## src/rtl/dbrk_pkg.sv

```systemverilog
package dbrk_pkg;

  // Rank of an exception raised by the checked instruction, relative to
  // the data-break exception.
  typedef enum logic [1:0] {
    EXC_NONE   = 2'd0,
    EXC_HIGHER = 2'd1,
    EXC_EQUAL  = 2'd2,
    EXC_LOWER  = 2'd3
  } exc_class_e;

  localparam int unsigned BRK_MAX = 15;

endpackage

```

## src/rtl/dbrk_exc_decode.sv

```systemverilog
module dbrk_exc_decode
  import dbrk_pkg::*;
(
  input  logic [1:0] cls_i,
  output logic       none_o,
  output logic       blocks_o,
  output logic       late_o
);

  exc_class_e cls;

  always_comb begin
    cls      = exc_class_e'(cls_i);
    none_o   = 1'b0;
    blocks_o = 1'b0;
    late_o   = 1'b0;
    case (cls)
      EXC_NONE:   none_o   = 1'b1;
      EXC_HIGHER: blocks_o = 1'b1;
      EXC_EQUAL:  late_o   = 1'b1;
      EXC_LOWER:  late_o   = 1'b1;
      default:    blocks_o = 1'b1;
    endcase
  end

endmodule

```

## src/rtl/dbrk_rule.sv

```systemverilog
module dbrk_rule #(
  parameter bit STORE_EXC_SET = 1'b1
) (
  input  logic valid_i,
  input  logic is_store_i,
  input  logic exc_none_i,
  input  logic exc_blocks_i,
  input  logic exc_late_i,
  input  logic vcmp_i,
  input  logic addr_hit_i,
  input  logic data_hit_i,
  input  logic te_i,
  output logic set_o
);

  logic store_late_hit;
  logic hit;

  // Policy for a value-compared store that took an equal/lower exception.
  generate
    if (STORE_EXC_SET) begin : g_late_set
      assign store_late_hit = addr_hit_i & exc_late_i;
    end else begin : g_late_keep
      assign store_late_hit = 1'b0;
    end
  endgenerate

  always_comb begin
    hit = 1'b0;
    if (!vcmp_i) begin
      hit = addr_hit_i & ~exc_blocks_i;
    end else if (!is_store_i) begin
      hit = addr_hit_i & data_hit_i & ~exc_blocks_i;
    end else if (exc_none_i) begin
      hit = addr_hit_i & data_hit_i;
    end else begin
      hit = store_late_hit;
    end
    set_o = valid_i & te_i & hit;
  end

endmodule

```

## src/rtl/dbrk_status_reg.sv

```systemverilog
module dbrk_status_reg #(
  parameter int unsigned N = 4
) (
  input  logic         clk,
  input  logic         rst_n,
  input  logic [N-1:0] set_i,
  input  logic         wr_i,
  input  logic [N-1:0] wdata_i,
  output logic [N-1:0] bs_o
);

  logic [N-1:0] bs_q;
  logic [N-1:0] bs_d;
  logic [N-1:0] keep_mask;
  logic         upd_en;

  always_comb begin
    keep_mask = wr_i ? wdata_i : {N{1'b1}};
    bs_d      = (bs_q & keep_mask) | set_i;
    upd_en    = wr_i | (|set_i);
  end

  always_ff @(posedge clk or negedge rst_n) begin
    if (!rst_n) begin
      bs_q <= '0;
    end else if (upd_en) begin
      bs_q <= bs_d;
    end
  end

  assign bs_o = bs_q;

  // A bit only rises when the rule logic asked for it.
  assert_rise_needs_set_R2: assert property (@(posedge clk) disable iff (!rst_n)
    1'b1 |=> ((bs_q & ~$past(bs_q) & ~$past(set_i)) == '0));

  // Without a write, no bit falls.
  assert_sticky_R8: assert property (@(posedge clk) disable iff (!rst_n)
    !wr_i |=> (($past(bs_q) & ~bs_q) == '0));

  // Bits written as one are never cleared.
  assert_write_one_keeps_R8: assert property (@(posedge clk) disable iff (!rst_n)
    wr_i |=> (($past(bs_q) & $past(wdata_i) & ~bs_q) == '0));

  // A set request always lands, even against a clearing write.
  assert_set_wins_R9: assert property (@(posedge clk) disable iff (!rst_n)
    1'b1 |=> (($past(set_i) & ~bs_q) == '0));

endmodule

```

## src/rtl/dbrk_trig_pulse.sv

```systemverilog
module dbrk_trig_pulse #(
  parameter int unsigned N = 4
) (
  input  logic         clk,
  input  logic         rst_n,
  input  logic [N-1:0] set_i,
  output logic         trig_o
);

  logic trig_q;
  logic trig_d;

  always_comb begin
    trig_d = |set_i;
  end

  always_ff @(posedge clk or negedge rst_n) begin
    if (!rst_n) begin
      trig_q <= 1'b0;
    end else begin
      trig_q <= trig_d;
    end
  end

  assign trig_o = trig_q;

  assert_trig_follows_set_R10: assert property (@(posedge clk) disable iff (!rst_n)
    (|set_i) |=> trig_q);

  assert_trig_only_after_set_R10: assert property (@(posedge clk) disable iff (!rst_n)
    !(|set_i) |=> !trig_q);

endmodule

```

## src/rtl/dbrk_status_unit.sv

```systemverilog
module dbrk_status_unit
  import dbrk_pkg::*;
#(
  parameter int unsigned NUM_BRK       = 4,
  parameter bit          STORE_EXC_SET = 1'b1
) (
  input  logic               clk,
  input  logic               rst_n,
  input  logic               chk_valid,
  input  logic               chk_is_store,
  input  logic [1:0]         chk_exc_class,
  input  logic [NUM_BRK-1:0] chk_vcmp_en,
  input  logic [NUM_BRK-1:0] chk_addr_hit,
  input  logic [NUM_BRK-1:0] chk_data_hit,
  input  logic [NUM_BRK-1:0] chk_te,
  input  logic               reg_wr,
  input  logic [NUM_BRK-1:0] reg_wdata,
  output logic [NUM_BRK-1:0] reg_rdata,
  output logic               trig_o
);

  localparam int unsigned N = (NUM_BRK > BRK_MAX) ? BRK_MAX : NUM_BRK;

  logic         exc_none;
  logic         exc_blocks;
  logic         exc_late;
  logic [N-1:0] set_evt;
  logic [N-1:0] bs;

  dbrk_exc_decode u_exc (
    .cls_i    (chk_exc_class),
    .none_o   (exc_none),
    .blocks_o (exc_blocks),
    .late_o   (exc_late)
  );

  for (genvar i = 0; i < N; i++) begin : g_brk
    dbrk_rule #(.STORE_EXC_SET(STORE_EXC_SET)) u_rule (
      .valid_i      (chk_valid),
      .is_store_i   (chk_is_store),
      .exc_none_i   (exc_none),
      .exc_blocks_i (exc_blocks),
      .exc_late_i   (exc_late),
      .vcmp_i       (chk_vcmp_en[i]),
      .addr_hit_i   (chk_addr_hit[i]),
      .data_hit_i   (chk_data_hit[i]),
      .te_i         (chk_te[i]),
      .set_o        (set_evt[i])
    );
  end

  dbrk_status_reg #(.N(N)) u_status (
    .clk     (clk),
    .rst_n   (rst_n),
    .set_i   (set_evt),
    .wr_i    (reg_wr),
    .wdata_i (reg_wdata[N-1:0]),
    .bs_o    (bs)
  );

  dbrk_trig_pulse #(.N(N)) u_trig (
    .clk    (clk),
    .rst_n  (rst_n),
    .set_i  (set_evt),
    .trig_o (trig_o)
  );

  always_comb begin
    reg_rdata      = '0;
    reg_rdata[N-1:0] = bs;
  end

  assert_higher_exc_blocks_R6: assert property (@(posedge clk) disable iff (!rst_n)
    (chk_exc_class == EXC_HIGHER) |-> (set_evt == '0));

  assert_te_gates_R7: assert property (@(posedge clk) disable iff (!rst_n)
    ((set_evt & ~chk_te[N-1:0]) == '0));

  assert_idle_no_set_R11: assert property (@(posedge clk) disable iff (!rst_n)
    !chk_valid |-> (set_evt == '0));

  assert_late_store_policy_R5: assert property (@(posedge clk) disable iff (!rst_n)
    (chk_valid && chk_is_store && !STORE_EXC_SET &&
     (chk_exc_class == EXC_EQUAL || chk_exc_class == EXC_LOWER))
    |-> ((set_evt & chk_vcmp_en[N-1:0]) == '0));

endmodule

```

## config.mk

```make
export PLATFORM = sky130hd
export DESIGN_NAME = dbrk_status_unit
export DESIGN_NICKNAME = d
export VERILOG_FILES = /design/src/rtl/dbrk_pkg.sv /design/src/rtl/dbrk_exc_decode.sv /design/src/rtl/dbrk_rule.sv /design/src/rtl/dbrk_status_reg.sv /design/src/rtl/dbrk_trig_pulse.sv /design/src/rtl/dbrk_status_unit.sv
export SDC_FILE = /design/constraint.sdc
export NUM_CORES = 1
export LEC_CHECK = 0
export ABC_AREA = 0
export BUFFER_PORTS_ARGS = -buffer_cell sky130_fd_sc_hd__clkbuf_2
export CORE_AREA = 2 2 39 41
export CTS_CLUSTER_SIZE = 16
export DETAILED_ROUTE_END_ITERATION = 6
export DIE_AREA = 0 0 41 43
export HOLD_SLACK_MARGIN = 0.12
export PLACE_DENSITY_LB_ADDON = 0.2
export SYNTH_ARGS = -nofsm -noshare
export SYNTH_HDL_FRONTEND = slang
export SYNTH_SLANG_ARGS = --single-unit
```

## constraint.sdc

```tcl
create_clock -name clk -period 1.82 [get_ports clk]
set_input_delay 0.182 -clock clk [delete_from_list [all_inputs] [get_ports clk]]
set_output_delay 0.182 -clock clk [all_outputs]
set_load 0.01 [all_outputs]
```

==> Implementation_results.wiki <==
{| class="wikitable"
! Metric !! Value
|-
| Nets in the synthesized netlist || 53
|-
| Worst min-delay path category || in -> reg
|-
| Critical path's largest stage delay || 0.36 ns
|-
| Number of placed instances, taps included || 73
|-
| Clk_lat worst skew || roughly 0.24 ns
|-
| Xor and xnor area share after synthesis || 0%
|-
| Wire length per cell after detailed routing || 8.54 µm
|-
| Post-Synth Adder-Cell Area || 0%
|-
| Hold path cells || 3
|-
| Number of buffers and inverters on the critical path || 1
|-
| Area share of the leading cell type in the synthesized netlist || between 40% and 50%
|-
| Number of hold violations in the final report || 0
|-
| Series of cell instances along the critical path || clkbuf_2
|-
| Layout filler cell count || ~150
|-
| Cell accounting for the most synthesized area || dfrtp_1
|-
| Fraction of layout instances using a drive strength above 1 || 62.9%
|-
| Floorplan die area || around 0.0018 mm²
|-
| Leakage power figure || between 0.0002 and 0.0003 µW
|-
| Clock transition at the registers of the reported paths || 0.04 ns
|-
| Number of H-tree levels || 1
|-
| Data required time of the worst path || around 1.6 ns
|-
| Per-cell via count in the routed design || about 4.1
|-
| Area fraction in compound gates after synthesis || a little over two fifths
|-
| Final HPWL DP || 614 µm
|-
| Standard cell core area || about 0.0014 mm²
|-
| Count of cells along the worst register-to-register path || 2
|-
| Effective utilization at floorplan || between 15 and 20%
|-
| Slew Limit Headroom || a little over two thirds
|-
| First-pass GRT wire length || 966 µm
|-
| Maximum number of pins on one net before global-route repair || 6
|-
| Minimum period implied by the final worst setup slack || 0.909 ns
|-
| Max IR drop VDD || 0.000180 V
|-
| N_diodes || 0
|-
| Kind of end point of the critical path || primary output
|-
| Die height || 43 µm
|-
| GRT Resource Usage Total || under 10%
|-
| Post-synthesis simple-gate area fraction || under 10%
|-
| Max-cap violations || 0
|-
| Fraction of the cycle the final worst path needs || 49.9%
|-
| Unrepaired setup endpoints after global routing || no
|-
| Count of buffers inserted at the top-level ports || 31
|-
| Sequential fraction of the synthesis area || 45.5%
|-
| Combinational family with the most area after synthesis || compound AO/OA/AOI/OAI gates
|-
| Slowest library cell on the worst path || dfrtp_1
|-
| Type of the setup path with the least slack || reg -> out
|-
| Number of warning messages in the yosys log || 0
|-
| Total clock buffers created by CTS || 3
|-
| Result of the run || completed
|-
| Number of cells produced by synthesis || 26
|-
| Routed Wire Length || around 670 µm
|-
| Final weighted congestion in routability-driven placement || 0.583
|-
| Total setup violations reported at the end of the flow || 0
|-
| Post-synthesis to final-layout area growth || 76.8%
|-
| Post-synthesis register bit count || 5
|-
| Pre-Repair DR Iteration Count || 2
|-
| Mean area per synthesized cell || 10.6 µm²
|-
| Total power divided by cell area || 681 mW/mm²
|-
| Cell class contributing the biggest share of worst-path delay || flip-flops
|-
| Highest net fanout along the worst path || 2
|-
| Number of placement rows || 14
|-
| Measured slew at the worst slew-check pin || 0.446 ns
|-
| Critical Path Source Type || flop
|-
| Fin nets || 90
|-
| Cts repair resizes || 0
|-
| Data arrival at the endpoint of the critical path || 0.73 ns
|-
| Initial antenna violation count || 0
|-
| Mux contribution to synthesized area || 0%
|-
| Clock tree from TritonCTS || done
|-
| Biggest area contributors in the synthesized netlist || dfrtp_1, o311ai_2, o21ai_0
|-
| Clk sink count || 5
|-
| Max Root-Sink Buffers || 2
|-
| Maximum clock rate || 1100 MHz
|-
| Cell area after synthesis || 275 µm²
|-
| Library cell used as clock root buffer || clkbuf_4
|-
| Total vias in the final route || 323
|-
| Via count of the first global-routing pass || 264
|-
| Top Ports || 32
|-
| Number of logic stages on the critical path including buffering || 1
|-
| Clock skew after layout || 0 ns
|-
| Worst hold slack || 0.181 ns
|-
| Final number of max-transition violations || 0
|-
| GR Overflow Total || 0
|-
| Cell variety after synth || 7
|-
| Drt first-iter violations || 1
|-
| Antenna viol nets, final || 0
|-
| Final sum of negative setup slack || 0 ns
|-
| Filler-free cell count of the finished design || 78
|-
| Horizontal die dimension || between 40 and 50 µm
|-
| Post-route DRC violation count || 0
|}
-- registers in the layout, summed over array words and instances (netlist names) --
name and cells:
u_status.bs_o 4, u_trig.trig_o 1
-- where the power goes --
group / switching, µW / internal [µW] / leakage, µW / total [µW]
clock: 42.1 / 82.7 / 0.0000150 / 125
sequential: 4.75 / 124 / 0.0000647 / 129
combinational: 36.0 / 41.5 / 0.000185 / 77.5
-- cell usage in the layout, fill, tap and decap left out --
cell	count
clkbuf_4	3
inv_1	5
dlygate4sd3_1	1
clkinv_1	1
clkbuf_1	1
clkbuf_2	31
a41oi_1	1
and2_4	1
dfrtp_1	5
o311ai_2	4
o21ai_0	9
-- routing by layer --
| layer | vias up | global-route usage (%) | wire [µm] |
|---|---|---|---|
| li1 | 167 | - | - |
| met1 | 131 | 10.8 | 264 |
| met2 | 25 | 10.3 | 287 |
| met3 | 0 | 3.14 | 114 |
| met4 | 0 | 10.0 | 0 |
| met5 | - | 0 | 0 |
-- final timing paths --
kind	start	endpoint	slack, ns
max in group asynchronous	rst_n	u_status.bs_o[2]	1.39
worst min register to register	u_status.bs_o[0]	u_status.bs_o[0]	0.51
worst min-delay path	reg_wdata[0]	u_status.bs_o[0]	0.18
min in group asynchronous	rst_n	u_status.bs_o[0]	0.30
worst max-delay path	u_status.bs_o[1]	reg_rdata[1]	0.91
worst max register to register	u_status.bs_o[1]	u_status.bs_o[1]	1.14
-- what timing repair did --
| item | 4_1_cts | 5_1_grt |
|---|---|---|
| endpoints found under the hold margin | 5 | 0 |
| hold buffers | 1 | 0 |
| setup buffers | 0 | 0 |
-- cell usage after synthesis --
cell type,instances
and2_4,1
dfrtp_1,5
inv_1,5
o311ai_2,4
clkinv_1,1
o21ai_0,9
a41oi_1,1
-- stage by stage --
step | power, µW | area [µm²] | setup WS [ns] | utilization [%]
floorplan | 160 | 275 | 0.984 | -
global placement | 208 | 450 | 0.827 | 32.5
detailed placement | 208 | 450 | 0.839 | 32.5
CTS | 340 | 487 | 0.898 | 35.2
global route | 355 | 487 | 0.881 | 35.2
finish | 331 | 487 | 0.911 | 35.2
-- cell families after synthesis --
group | Yosys count
buffers and inverters | 6
flip-flops | 5
AND/OR/NAND/NOR | 1
AO/OA/AOI/OAI | 14
-- layout make-up --
class,instances,area (µm²),share of cell area [%]
Timing Repair Buffer,32,165,33.9
Inverter,6,22.5,4.63
Sequential cell,5,125,25.7
Tap cell,16,20.0,4.11
Clock buffer,4,26.3,5.40
Multi-Input combinational cell,15,128,26.2
Note: power is estimated with default switching activity, not from simulation.
